==> config.mk <==
export PLATFORM = sky130hd
export DESIGN_NAME = pdm_accel_sampler
export DESIGN_NICKNAME = d
export VERILOG_FILES = /design/src/rtl/pdm_sampler_pkg.sv /design/src/rtl/pdm_level_capture.sv /design/src/rtl/pdm_pulse_accum.sv /design/src/rtl/pdm_interval_timer.sv /design/src/rtl/pdm_delta_offset.sv /design/src/rtl/pdm_accel_sampler.sv
export SDC_FILE = /design/constraint.sdc
export NUM_CORES = 1
export LEC_CHECK = 0
export ABC_AREA = 1
export BUFFER_PORTS_ARGS = -buffer_cell sky130_fd_sc_hd__buf_4
export CORE_ASPECT_RATIO = 0.5
export CORE_MARGIN = 4
export CORE_UTILIZATION = 60
export CTS_CLUSTER_DIAMETER = 30
export CTS_CLUSTER_SIZE = 24
export DETAILED_ROUTE_END_ITERATION = 10
export PLACE_DENSITY = 0.91
export SYNTH_ARGS = -nofsm -noshare
export SYNTH_HDL_FRONTEND = slang
export SYNTH_SLANG_ARGS = --single-unit
==> constraint.sdc <==
create_clock -name clk -period 6.6 [get_ports clk]
set_clock_uncertainty 0.05 [all_clocks]
set_input_delay 0.66 -clock clk [delete_from_list [all_inputs] [get_ports clk]]
set_output_delay 0.66 -clock clk [all_outputs]
set_load 0.02 [all_outputs]
==> src/rtl/pdm_sampler_pkg.sv <==
package pdm_sampler_pkg;
   localparam int unsigned IVL_W = 16;
   typedef enum logic {
      SRC_PULSE = 1'b0,
      SRC_DIR   = 1'b1
   } cnt_src_e;
endpackage

==> src/rtl/pdm_level_capture.sv <==
module pdm_level_capture
   import pdm_sampler_pkg::*;
#(
   parameter cnt_src_e SRC = SRC_PULSE
) (
   input  logic clk,
   input  logic rst,
   input  logic pulse_i,
   input  logic dir_i,
   output logic hit_o
);
   logic pulse_q, dir_q;

   always_ff @(posedge clk) begin
      if (rst) begin
         pulse_q <= 1'b0;
         dir_q   <= 1'b0;
      end else begin
         pulse_q <= pulse_i;
         dir_q   <= dir_i;
      end
   end

   generate
      if (SRC == SRC_DIR) begin : g_dir
         assign hit_o = dir_q;
      end else begin : g_pulse
         assign hit_o = pulse_q;
      end
   endgenerate


   pulse_dir_agree_chk: assert property (@(posedge clk) disable iff (rst)
      pulse_q == dir_q)
      else $error("count pulse and direction level disagree");
endmodule

==> src/rtl/pdm_pulse_accum.sv <==
module pdm_pulse_accum #(
   parameter int unsigned CW = 16
) (
   input  logic          clk,
   input  logic          rst,
   input  logic          hit_i,
   output logic [CW-1:0] acc_o
);
   logic [CW-1:0] acc_q;

   always_ff @(posedge clk) begin
      if (rst)        acc_q <= '0;
      else if (hit_i) acc_q <= acc_q + CW'(1);
   end

   assign acc_o = acc_q;

   // modular step of zero or one per cycle
   acc_step_chk: assert property (@(posedge clk) disable iff (rst)
      !$past(rst) |-> ((acc_q - $past(acc_q)) == CW'($past(hit_i))))
      else $error("accumulator step wrong");
endmodule

==> src/rtl/pdm_interval_timer.sv <==
module pdm_interval_timer
   import pdm_sampler_pkg::*;
(
   input  logic             clk,
   input  logic             rst,
   input  logic [IVL_W-1:0] interval_i,
   output logic             tick_o
);
   logic [IVL_W-1:0] cnt_q;
   logic             active;

   assign active = (interval_i != '0);
   assign tick_o = active && (cnt_q >= interval_i - IVL_W'(1));

   always_ff @(posedge clk) begin
      if (rst || !active) cnt_q <= '0;
      else if (tick_o)    cnt_q <= '0;
      else                cnt_q <= cnt_q + IVL_W'(1);
   end


   idle_no_tick_chk: assert property (@(posedge clk) disable iff (rst)
      (interval_i == '0) |-> !tick_o)
      else $error("tick while idle");


   cnt_in_window_chk: assert property (@(posedge clk) disable iff (rst)
      (!$past(rst) && active && $past(interval_i) == interval_i) |-> (cnt_q < interval_i))
      else $error("timer outside window");
endmodule

==> src/rtl/pdm_delta_offset.sv <==
module pdm_delta_offset #(
   parameter int unsigned CW = 16,
   localparam int unsigned SW = CW + 1
) (
   input  logic          clk,
   input  logic          rst,
   input  logic          tick_i,
   input  logic          hit_i,
   input  logic [CW-1:0] acc_i,
   input  logic          zero_wr_i,
   input  logic [CW-1:0] zero_data_i,
   input  logic          cal_req_i,
   output logic [SW-1:0] sample_o,
   output logic          sample_vld_o
);
   logic [CW-1:0] prev_q, zero_q, snap, delta;
   logic          have_prev_q, cal_pend_q, vld_q;
   logic [SW-1:0] sample_q;

   assign snap  = acc_i + CW'(hit_i);
   assign delta = snap - prev_q;

   always_ff @(posedge clk) begin
      if (rst) begin
         prev_q      <= '0;
         zero_q      <= '0;
         have_prev_q <= 1'b0;
         cal_pend_q  <= 1'b0;
         vld_q       <= 1'b0;
         sample_q    <= '0;
      end else begin
         vld_q <= 1'b0;
         if (tick_i) begin
            prev_q      <= snap;
            have_prev_q <= 1'b1;
            if (have_prev_q) begin
               sample_q <= $signed({1'b0, delta}) - $signed({1'b0, zero_q});
               vld_q    <= 1'b1;
               if (cal_pend_q) begin
                  zero_q     <= delta;
                  cal_pend_q <= 1'b0;
               end
            end
         end
         if (cal_req_i) cal_pend_q <= 1'b1;
         if (zero_wr_i) zero_q     <= zero_data_i;
      end
   end

   assign sample_o     = sample_q;
   assign sample_vld_o = vld_q;


   first_window_silent_chk: assert property (@(posedge clk) disable iff (rst)
      vld_q |-> $past(have_prev_q))
      else $error("sample from first window");


   vld_follows_tick_chk: assert property (@(posedge clk) disable iff (rst)
      vld_q |-> $past(tick_i))
      else $error("strobe without window end");


   sample_hold_chk: assert property (@(posedge clk) disable iff (rst)
      (!$past(rst) && !vld_q) |-> $stable(sample_q))
      else $error("sample changed without strobe");
endmodule

==> src/rtl/pdm_accel_sampler.sv <==
module pdm_accel_sampler
   import pdm_sampler_pkg::*;
#(
   parameter int unsigned CW        = 16,
   parameter cnt_src_e    COUNT_SRC = SRC_PULSE,
   localparam int unsigned SW       = CW + 1
) (
   input  logic             clk,
   input  logic             rst,
   input  logic             cnt_pulse_i,
   input  logic             dir_level_i,
   input  logic [IVL_W-1:0] interval_i,
   input  logic             zero_wr_i,
   input  logic [CW-1:0]    zero_data_i,
   input  logic             cal_req_i,
   output logic [SW-1:0]    sample_o,
   output logic             sample_vld_o
);
   generate
      if (CW < IVL_W) begin : g_cw_too_small
         $error("CW must be at least the interval width");
      end
   endgenerate

   logic          hit, tick;
   logic [CW-1:0] acc;

   pdm_level_capture #(.SRC(COUNT_SRC)) u_cap (
      .clk(clk), .rst(rst), .pulse_i(cnt_pulse_i), .dir_i(dir_level_i), .hit_o(hit)
   );

   pdm_pulse_accum #(.CW(CW)) u_acc (
      .clk(clk), .rst(rst), .hit_i(hit), .acc_o(acc)
   );

   pdm_interval_timer u_tmr (
      .clk(clk), .rst(rst), .interval_i(interval_i), .tick_o(tick)
   );

   pdm_delta_offset #(.CW(CW)) u_dlt (
      .clk(clk), .rst(rst), .tick_i(tick), .hit_i(hit), .acc_i(acc),
      .zero_wr_i(zero_wr_i), .zero_data_i(zero_data_i), .cal_req_i(cal_req_i),
      .sample_o(sample_o), .sample_vld_o(sample_vld_o)
   );


   reset_quiet_chk: assert property (@(posedge clk)
      $past(rst) |-> (!sample_vld_o && sample_o == '0))
      else $error("outputs not cleared by reset");
endmodule

==> metrics.txt, run 1 <==
RSZ-0062 raised after global routing=no; ys flop type=dfxtp_1; GPL Wtd Cong=about 0.90; first-pass GRT wire length=23.94 mm; R2R depth=22; Design Power=1.322 mW; status=complete, no violations; EDFF count, synth=0; startpoint class of the critical path=register; top sig layer=met4; Post-Synthesis Mean Instance Area=between 6 and 7 sq um; Worst Hold Class=reg -> reg; cells after synthesis=slightly below 900; worst-case clock buffer depth=2; htree depth=3; first drt pass iteration count=5; main area contributors after synthesis=dfxtp_1, nand2_1, ha_1; register area share after synthesis=between 20 and 30%; met1 WL=6.018 mm; Crit. End Element=register; initial antenna violation count=0; Met2 Wirelength=6.829 mm; P_leak=3.288 nW; area leader, netlist=dfxtp_1; drt wl/cell=12.89 um; Initial Utilization=63.55%; maximum clock rate=222.8 MHz; worst slack, placed=about 2.3 ns; CTS Hold Bufs=0; Yosys Warn Count=0; Post-CTS Resized=0; Area growth syn-to-layout=11.88%; crit path kind=reg -> reg; Seq. cell area=0.001702 sq mm; fillers=739; Hold Slack=roughly 0.41 ns; Die Y=79.78 um; Setup WS post-layout=around 2.1 ns; clock transition at the registers of the reported paths=0.06 ns; number of diodes=0; DRC=0; Placed Instances=1059; Synth cell types=49; Hold Path Depth=2; CTS Buf Count=9; clk_lat worst skew=0.35 ns; layout cells sized above 1=10.97%; Worst EP required=6.78 ns; fin crit share=68.01%; CTS tree=done; antenna viol nets, final=0; via/cell ratio=around 5.4; Routed WL=13.85 mm; max-slew violations=0; Vias=5761; DR iter-0 viols=300; buffers inserted by post-CTS timing repair=0; Max Cap Viol=0; commonest non-fill, non-tap cells in the layout=nand2_1, inv_1, a21oi_1; met3 wire len=between 700 and 800 um; Die ar.=0.01209 sq mm; Synth Register Bits=85; endpoints failing setup=0; Buffers on Ports=54; relative slew slack=between 20% and 30%; maximum VDD drop=0.1410 mV; Final Hold Viols=0; Synth Cell Area=0.006182 sq mm; PwrDens=191.1 mW/mm^2; Nets=just over 1000; CTS sink count=85; Final HPWL DP=10.20 mm; Worst-Margin Slew=1.153 ns; top-area cell type share of the netlist area=approximately 28%; number of global-route vias before repair=approximately 5600; Tmin final=4.488 ns; ys async rst share=0%; site row count=25; Total Routing Usage GR=24.09%; Post-Layout Cell Count=1074; Syn Nets=983; GRT overflow=0; crit path DAT=between 4 and 5 ns; Die Span X=around 150 um; area of the multi-input gates=just under 0.004 sq mm; largest net degree at the start of global routing=38; setup tns final=0 ns; worst-path maximum fanout=8; commonest non-fill, non-tap cell in the layout=nand2_1; clock root cell=clkbuf_16; Core Area=0.009728 sq mm; IO Count=56
logic make-up after synthesis:
family                     count (synthesis)  synth area share, %
buffers and inverters                    144                9.978
xor gates and xnor gates                  51                7.225
AOI/OAI and AO/OA                        164                14.57
and+or+nand+nor                          393                29.53
DFF                                       85                27.52
adders and majority gates                 54                11.17
where the power goes:
group / leakage, nW / switching, mW / internal [mW]
clock: 0.149 / 0.210 / 0.331
combinational: 2.45 / 0.150 / 0.103
sequential: 0.688 / 0.00626 / 0.521
total: 3.29 / 0.366 / 0.956
synth_stat cells (3+ instances only):
cell      number
nand4_1        7
nand3_1       53
a21o_1         4
o21a_1         5
buf_6          5
o21ai_1        4
nand3b_1       4
ha_1          52
inv_1        122
nand2_4        3
nor3b_1        4
a21oi_1       89
xnor2_1       15
nand2_1      201
dfxtp_1       85
nor3_1        12
o21ai_0       46
nor3_2         5
nor2_2         5
nor4_1         4
o21bai_1       4
clkbuf_1      12
nor2_1        71
a21oi_2        4
and2_1         8
xor2_1        36
per-stage QoR:
step / utilization [%] / instance area (sq um)
final: 71.10 / 6917
after global routing: 71.10 / 6917
after CTS: 71.10 / 6917
after detailed placement: 67.87 / 6603
after global placement: 67.87 / 6603
after floorplan: - / 6182
per-layer routing:
metal  track usage [%]  up-vias
li1                  -     2971
met1             27.73     2609
met2             45.02      149
met3             4.821       32
met4             7.527        0
met5                 0        -
critical path, stage by stage (launching register included):
cell and delay (ns):
dfxtp_1 0.45, ha_1 0.22, ha_1 0.19, inv_1 0.07, nor4_2 0.39, nand2_1 0.13, xor2_1 0.25, ha_1 0.34
nand2_1 0.10, inv_1 0.06, a21oi_1 0.24, nor2_1 0.07, nor2_1 0.12, nand3_1 0.10, and2_1 0.18, ha_1 0.34
a21oi_1 0.28, o21ai_0 0.17, a31oi_1 0.17, o21ai_0 0.14, xor2_1 0.17, nor2_1 0.09, nor2_1 0.05
path summary, 6_finish.rpt:
path | from | slack (ns) | to
setup / recovery | u_cap.hit_o$_SDFF_PP0_ | 2.11 | u_dlt.sample_o[14]$_SDFFE_PP0P_
hold / removal | u_dlt.prev_q[12]$_SDFFE_PP0P_ | 0.41 | u_dlt.prev_q[12]$_SDFFE_PP0P_
setup reg to reg | u_cap.hit_o$_SDFF_PP0_ | 2.11 | u_dlt.sample_o[14]$_SDFFE_PP0P_
hold reg to reg | u_dlt.prev_q[12]$_SDFFE_PP0P_ | 0.41 | u_dlt.prev_q[12]$_SDFFE_PP0P_
registers in the layout, indices dropped and copies added, names as in the netlist:
register and count:
u_dlt.sample_o 17, u_acc.acc_o 16, u_dlt.prev_q 16, u_dlt.zero_q 16
u_tmr.cnt_q 16, u_cap.hit_o 1, u_dlt.cal_pend_q 1, u_dlt.have_prev_q 1
u_dlt.sample_vld_o 1
final cells by class:
| type | count | area share, % |
|---|---|---|
| clock buffers | 10 | 3.310 |
| clock inverters | 5 | 1.230 |
| flip-flops and latches | 85 | 24.60 |
| inverters | 123 | 6.693 |
| well taps | 135 | 2.442 |
| multi-input cells | 662 | 55.86 |
| repair buffers | 54 | 5.861 |
Power figures use the tool's default switching activity.
==> run 2, diff against run 1 <==
Clock period 6.6 ns to 4.2 ns, I/O delays scaled along.
==> metrics.txt, run 2 (synthesis results as in run 1) <==
status=complete, no violations; fillers=746; crit path DAT=4.25 ns; clk_lat worst skew=0.35 ns; number of global-route vias before repair=roughly 5600; commonest non-fill, non-tap cells in the layout=nand2_1, inv_1, a21oi_1; Critical Path Max Stage Delay=between 0.3 and 0.4 ns; GRT overflow=0; antenna viol nets, final=0; Die Span X=about 150 um; fin area=between 0.007 and 0.008 sq mm; clock root cell=clkbuf_16; Setup WS post-layout=0.1871 ns; setup tns final=0 ns; CTS sink count=85; area of the multi-input gates=0.003976 sq mm; Initial Utilization=between 60% and 70%; Core Area=0.009728 sq mm; Design Power=2.024 mW; CTS Buf Count=9; DR iter-0 viols=around 380; r2r startpoint=u_acc.acc_o[0]$_SDFFE_PP0P_; GPL Wtd Cong=between 0.9 and 1; startpoint class of the critical path=register; via/cell ratio=between 5 and 6; Worst EP required=4.43 ns; IO Count=56; Max Cap Viol=0; clock share of power=39.5%; PwrDens=287.1 mW/mm^2; Worst-Margin Slew=1.121 ns; commonest non-fill, non-tap cell in the layout=nand2_1; Placed Instances=1062; CTS tree=done; max-slew violations=0; maximum clock rate=249.2 MHz; Buffers on Ports=54; Die ar.=0.01209 sq mm; Worst Hold Launch=cnt_pulse_i; first drt pass iteration count=5; Post-Layout Cell Count=1079; crit path kind=reg -> reg; initial antenna violation count=0; Routed WL=14.06 mm; DRC=0; CP startpoint=u_acc.acc_o[0]$_SDFFE_PP0P_; worst path cell trace=ha_1 -> ha_1 -> inv_1 -> nor4_4 -> buf_4 -> xor2_2 -> ha_4 -> nand2_1 -> inv_1 -> a21oi_1 -> nand2_1 -> nand2_1 -> nand4_1 -> and2_1 -> ha_4 -> nand2_1 -> inv_1 -> nand2_1 -> or2_2 -> o21ai_1 -> xor2_1 -> nor2_1 -> nor2_1; worst slack, placed=a little over 0.06 ns; critical path's slowest cell=dfxtp_2; maximum VDD drop=between 0.2 and 0.25 mV; number of flip-flops in the largest register=17; number of diodes=0; design internal power=1.448 mW; Die Y=~80 um; Nets=just over 1000; drt wl/cell=13.03 um; Post-DP Area=around 0.0066 sq mm; first-pass GRT wire length=23.97 mm; Tmin final=between 4 and 5 ns; Worst Hold Class=in -> reg; reported net switching power=0.5760 mW; largest net degree at the start of global routing=38; Sw Ratio=28.45%; relative slew slack=25.18%; Most common cell on crit path=nand2_1; Final HPWL DP=10.50 mm; Sequential Power Share=around two fifths; Combinational Power Share=19.6%; worst-case clock buffer depth=2; htree depth=3; clock transition at the registers of the reported paths=approximately 0.060 ns; worst-path maximum fanout=5; layout cells sized above 1=13.35%; site row count=25; fin crit share=95.55%; Area growth syn-to-layout=14.05%; Vias=about 5800; endpoints failing setup=0; Seq. cell area=around 0.0017 sq mm; Total Routing Usage GR=24.16%; P_leak=3.345 nW; Final Hold Viols=0; Crit. End Element=register
==> run 2: cell count changes in the layout (fill, tap and decap cells not counted), sizes merged <==
cell | previous run | this run
inv | 123 | 124
clkinvlp | 1 | 2
buf | 54 | 59
clkbuf | 10 | 9
bufinv | 2 | 1
==> run 2: metrics by stage <==
step,util (%),hold slack [ns]
6_report,72.48,0.2256
5_1_grt,72.48,0.2380
4_1_cts,71.15,0.2268
3_5_place_dp,68.10,0.4071
3_3_place_gp,68.10,0.3889
2_1_floorplan,-,0.3796
==> run 2: layout make-up <==
type | count | share of cell area, %
flip-flops and latches | 85 | 24.15
inverters | 123 | 6.566
clock inverters | 6 | 1.012
multi-input cells | 662 | 56.40
well taps | 135 | 2.396
repair buffers | 59 | 6.282
clock buffers | 9 | 3.194
==> run 2: metal layers <==
metal | track usage [%] | share of wire [%] | vias to the layer above
met5 | 0 | 0 | -
met4 | 7.796 | 1.9 | 0
met3 | 4.538 | 4.6 | 27
met2 | 44.31 | 49 | 147
met1 | 28.55 | 44 | 2627
li1 | - | - | 3000
==> run 2: worst max-delay path: cells and delay by family, from the launching register on <==
family | cells | cell delay (ns)
AOI/OAI and AO/OA | 2 | 0.33
xor gates and xnor gates | 2 | 0.39
adders and majority gates | 4 | 0.90
buffers and inverters | 4 | 0.48
DFF | 1 | 0.36
and+or+nand+nor | 11 | 1.44
==> run 2: power groups by stage <==
stage	Sequential (mW)	Clock [mW]	Combinational [mW]
5_1_grt	0.829	0.842	0.451
6_report	0.828	0.799	0.397
4_1_cts	0.828	0.804	0.389
3_3_place_gp	0.845	0	0.372
3_5_place_dp	0.846	0	0.384
2_1_floorplan	0.844	0	0.291
==> run 2: worst paths after layout <==
path                                      to  slack, ns  cells past startpoint
max          u_dlt.sample_o[13]$_SDFFE_PP0P_       0.19                     23
min                   u_cap.hit_o$_SDFF_PP0_       0.23                      3
max reg2reg  u_dlt.sample_o[13]$_SDFFE_PP0P_       0.19                     23
min reg2reg   u_dlt.sample_o[9]$_SDFFE_PP0P_       0.42                      2
==> run 2: what timing repair did <==
action,CTS,global route
buffers inserted,0,2
setup endpoints to repair,0,7
hold buffers,0,0
gates resized for setup,0,20
endpoints found under the hold margin,0,0
==> run 3, diff against run 2 <==
Settings changed: CORE_ASPECT_RATIO 0.5 to 0.75, CTS_BUF_LIST set to sky130_fd_sc_hd__clkbuf_2 sky130_fd_sc_hd__clkbuf_4 sky130_fd_sc_hd__clkbuf_8.
==> metrics.txt, run 3 (synthesis results as in run 1) <==
status=complete, no violations; worst slack, placed=0.1349 ns; clock root cell=clkbuf_8; Worst Hold Class=in -> reg; clk_lat worst skew=0.36 ns; site row count=31; Worst Hold Launch=cnt_pulse_i; Crit. End Element=register; r2r startpoint=u_cap.hit_o$_SDFF_PP0_; Initial Utilization=62.75%; Area growth syn-to-layout=12.71%; commonest non-fill, non-tap cell in the layout=nand2_1; Vias=5678; first drt pass iteration count=5; Tmin final=3.833 ns; Final Hold Viols=0; initial antenna violation count=0; worst-case clock buffer depth=2; htree depth=3; DRC=0; Total Routing Usage GR=23.06%; GPL Wtd Cong=0.9031; Max Cap Viol=0; startpoint class of the critical path=register; Hold Slack=~0.22 ns; antenna viol nets, final=0; worst-path maximum fanout=4; Post-DP Area=0.006651 sq mm; endpoints failing setup=0; PwrDens=267.2 mW/mm^2; DR iter-0 viols=~290; CTS tree=done; maximum clock rate=260.9 MHz; Die Y=95.91 um; relative slew slack=39.36%; Die Span X=125.2 um; largest net degree at the start of global routing=35; Setup WS post-layout=roughly 0.37 ns; IO Count=56; CTS sink count=85; commonest non-fill, non-tap cells in the layout=nand2_1, inv_1, a21oi_1; fillers=824; fin area=0.006968 sq mm; number of global-route vias before repair=around 5400; via/cell ratio=5.257; Buffers on Ports=54; Final HPWL DP=~11 mm; Worst EP required=4.46 ns; first-pass GRT wire length=approximately 23 mm; crit path kind=reg -> reg; CP startpoint=u_cap.hit_o$_SDFF_PP0_; number of flip-flops in the largest register=17; P_leak=3.329 nW; Core Area=0.009852 sq mm; layout cells sized above 1=12.97%; GRT overflow=0; CTS Buf Count=9; Die ar.=0.01201 sq mm; fin crit share=91.27%; area of the multi-input gates=a little under 0.004 sq mm; Worst-Margin Slew=0.9085 ns; number of diodes=0; crit path DAT=4.09 ns; max-slew violations=0; Nets=1036; Routed WL=13.47 mm; clock transition at the registers of the reported paths=0.08 ns; drt wl/cell=12.47 um; Seq. cell area=0.001702 sq mm; maximum VDD drop=slightly below 0.2 mV
## run 3: cell count changes in the layout (fill, tap and decap cells not counted), moves of 2 or more
cell and delta:
clkbuf_8 +10, buf_4 +4, clkbuf_16 -9, inv_6 -2, xor2_1 +2, xor2_2 -2
## run 3: per-stage QoR
stage	TNS (ns)	total power [mW]	instances	util (%)
after global routing	-0.003729	1.959	1080	70.73
after global placement	0	1.223	1063	67.51
after floorplan	0	1.136	891	-
after CTS	0	1.864	1078	69.72
final	0	1.862	1080	70.73
after detailed placement	0	1.235	1063	67.51
## run 3: metal layers
layer  global-route usage (%)  vias to the layer above  wire length (um)
li1                         -                     2996                 -
met1                    29.43                     2554              6485
met2                    40.25                      104              6208
met3                    4.659                       24               563
met4                    6.318                        0               211
met5                        0                        -                 0
## run 3: power breakdown
| part | internal [mW] | switching (mW) | total [mW] |
|---|---|---|---|
| clock network | 0.353 | 0.279 | 0.632 |
| logic | 0.172 | 0.232 | 0.403 |
| registers | 0.818 | 0.00845 | 0.827 |
## run 3: worst paths after layout
kind,end,slack [ns],depth (start not counted)
setup / recovery,u_dlt.sample_o[16]$_SDFFE_PP0P_,0.37,22
hold reg to reg,u_dlt.prev_q[12]$_SDFFE_PP0P_,0.42,2
hold / removal,u_cap.hit_o$_SDFF_PP0_,0.22,3
setup reg to reg,u_dlt.sample_o[16]$_SDFFE_PP0P_,0.37,22
## run 3: area by class of cell
cell class                      count  share of cell area, %
Timing Repair Buffer               63                  6.788
Tap cell                          132                  2.370
Sequential cell                    85                  24.42
Clock buffer                       11                  2.083
Clock inverter                      4                  1.041
Multi-Input combinational cell    662                  56.65
Inverter                          123                  6.644
## run 3: critical path: stages, from the launching register on
cell,delay (ns)
dfxtp_1,0.34
ha_1,0.18
ha_1,0.18
inv_1,0.09
nor4_4,0.22
nand2_1,0.15
nor3_2,0.15
xor2_1,0.22
inv_1,0.10
ha_4,0.30
nand2_2,0.06
nor3_1,0.24
nand2_1,0.08
nand2_1,0.06
nand3_1,0.08
and2_1,0.20
ha_1,0.33
nand2_1,0.12
nor2_1,0.05
a211o_1,0.30
a21oi_1,0.13
nor2_1,0.06
nor2_1,0.09
## run 3: timing repair
| item | CTS | global route |
|---|---|---|
| setup buffers | 0 | 2 |
| endpoints found under the setup margin | 0 | 6 |
| gates resized for setup | 0 | 15 |
| hold buffers | 0 | 0 |
| endpoints found under the hold margin | 0 | 0 |
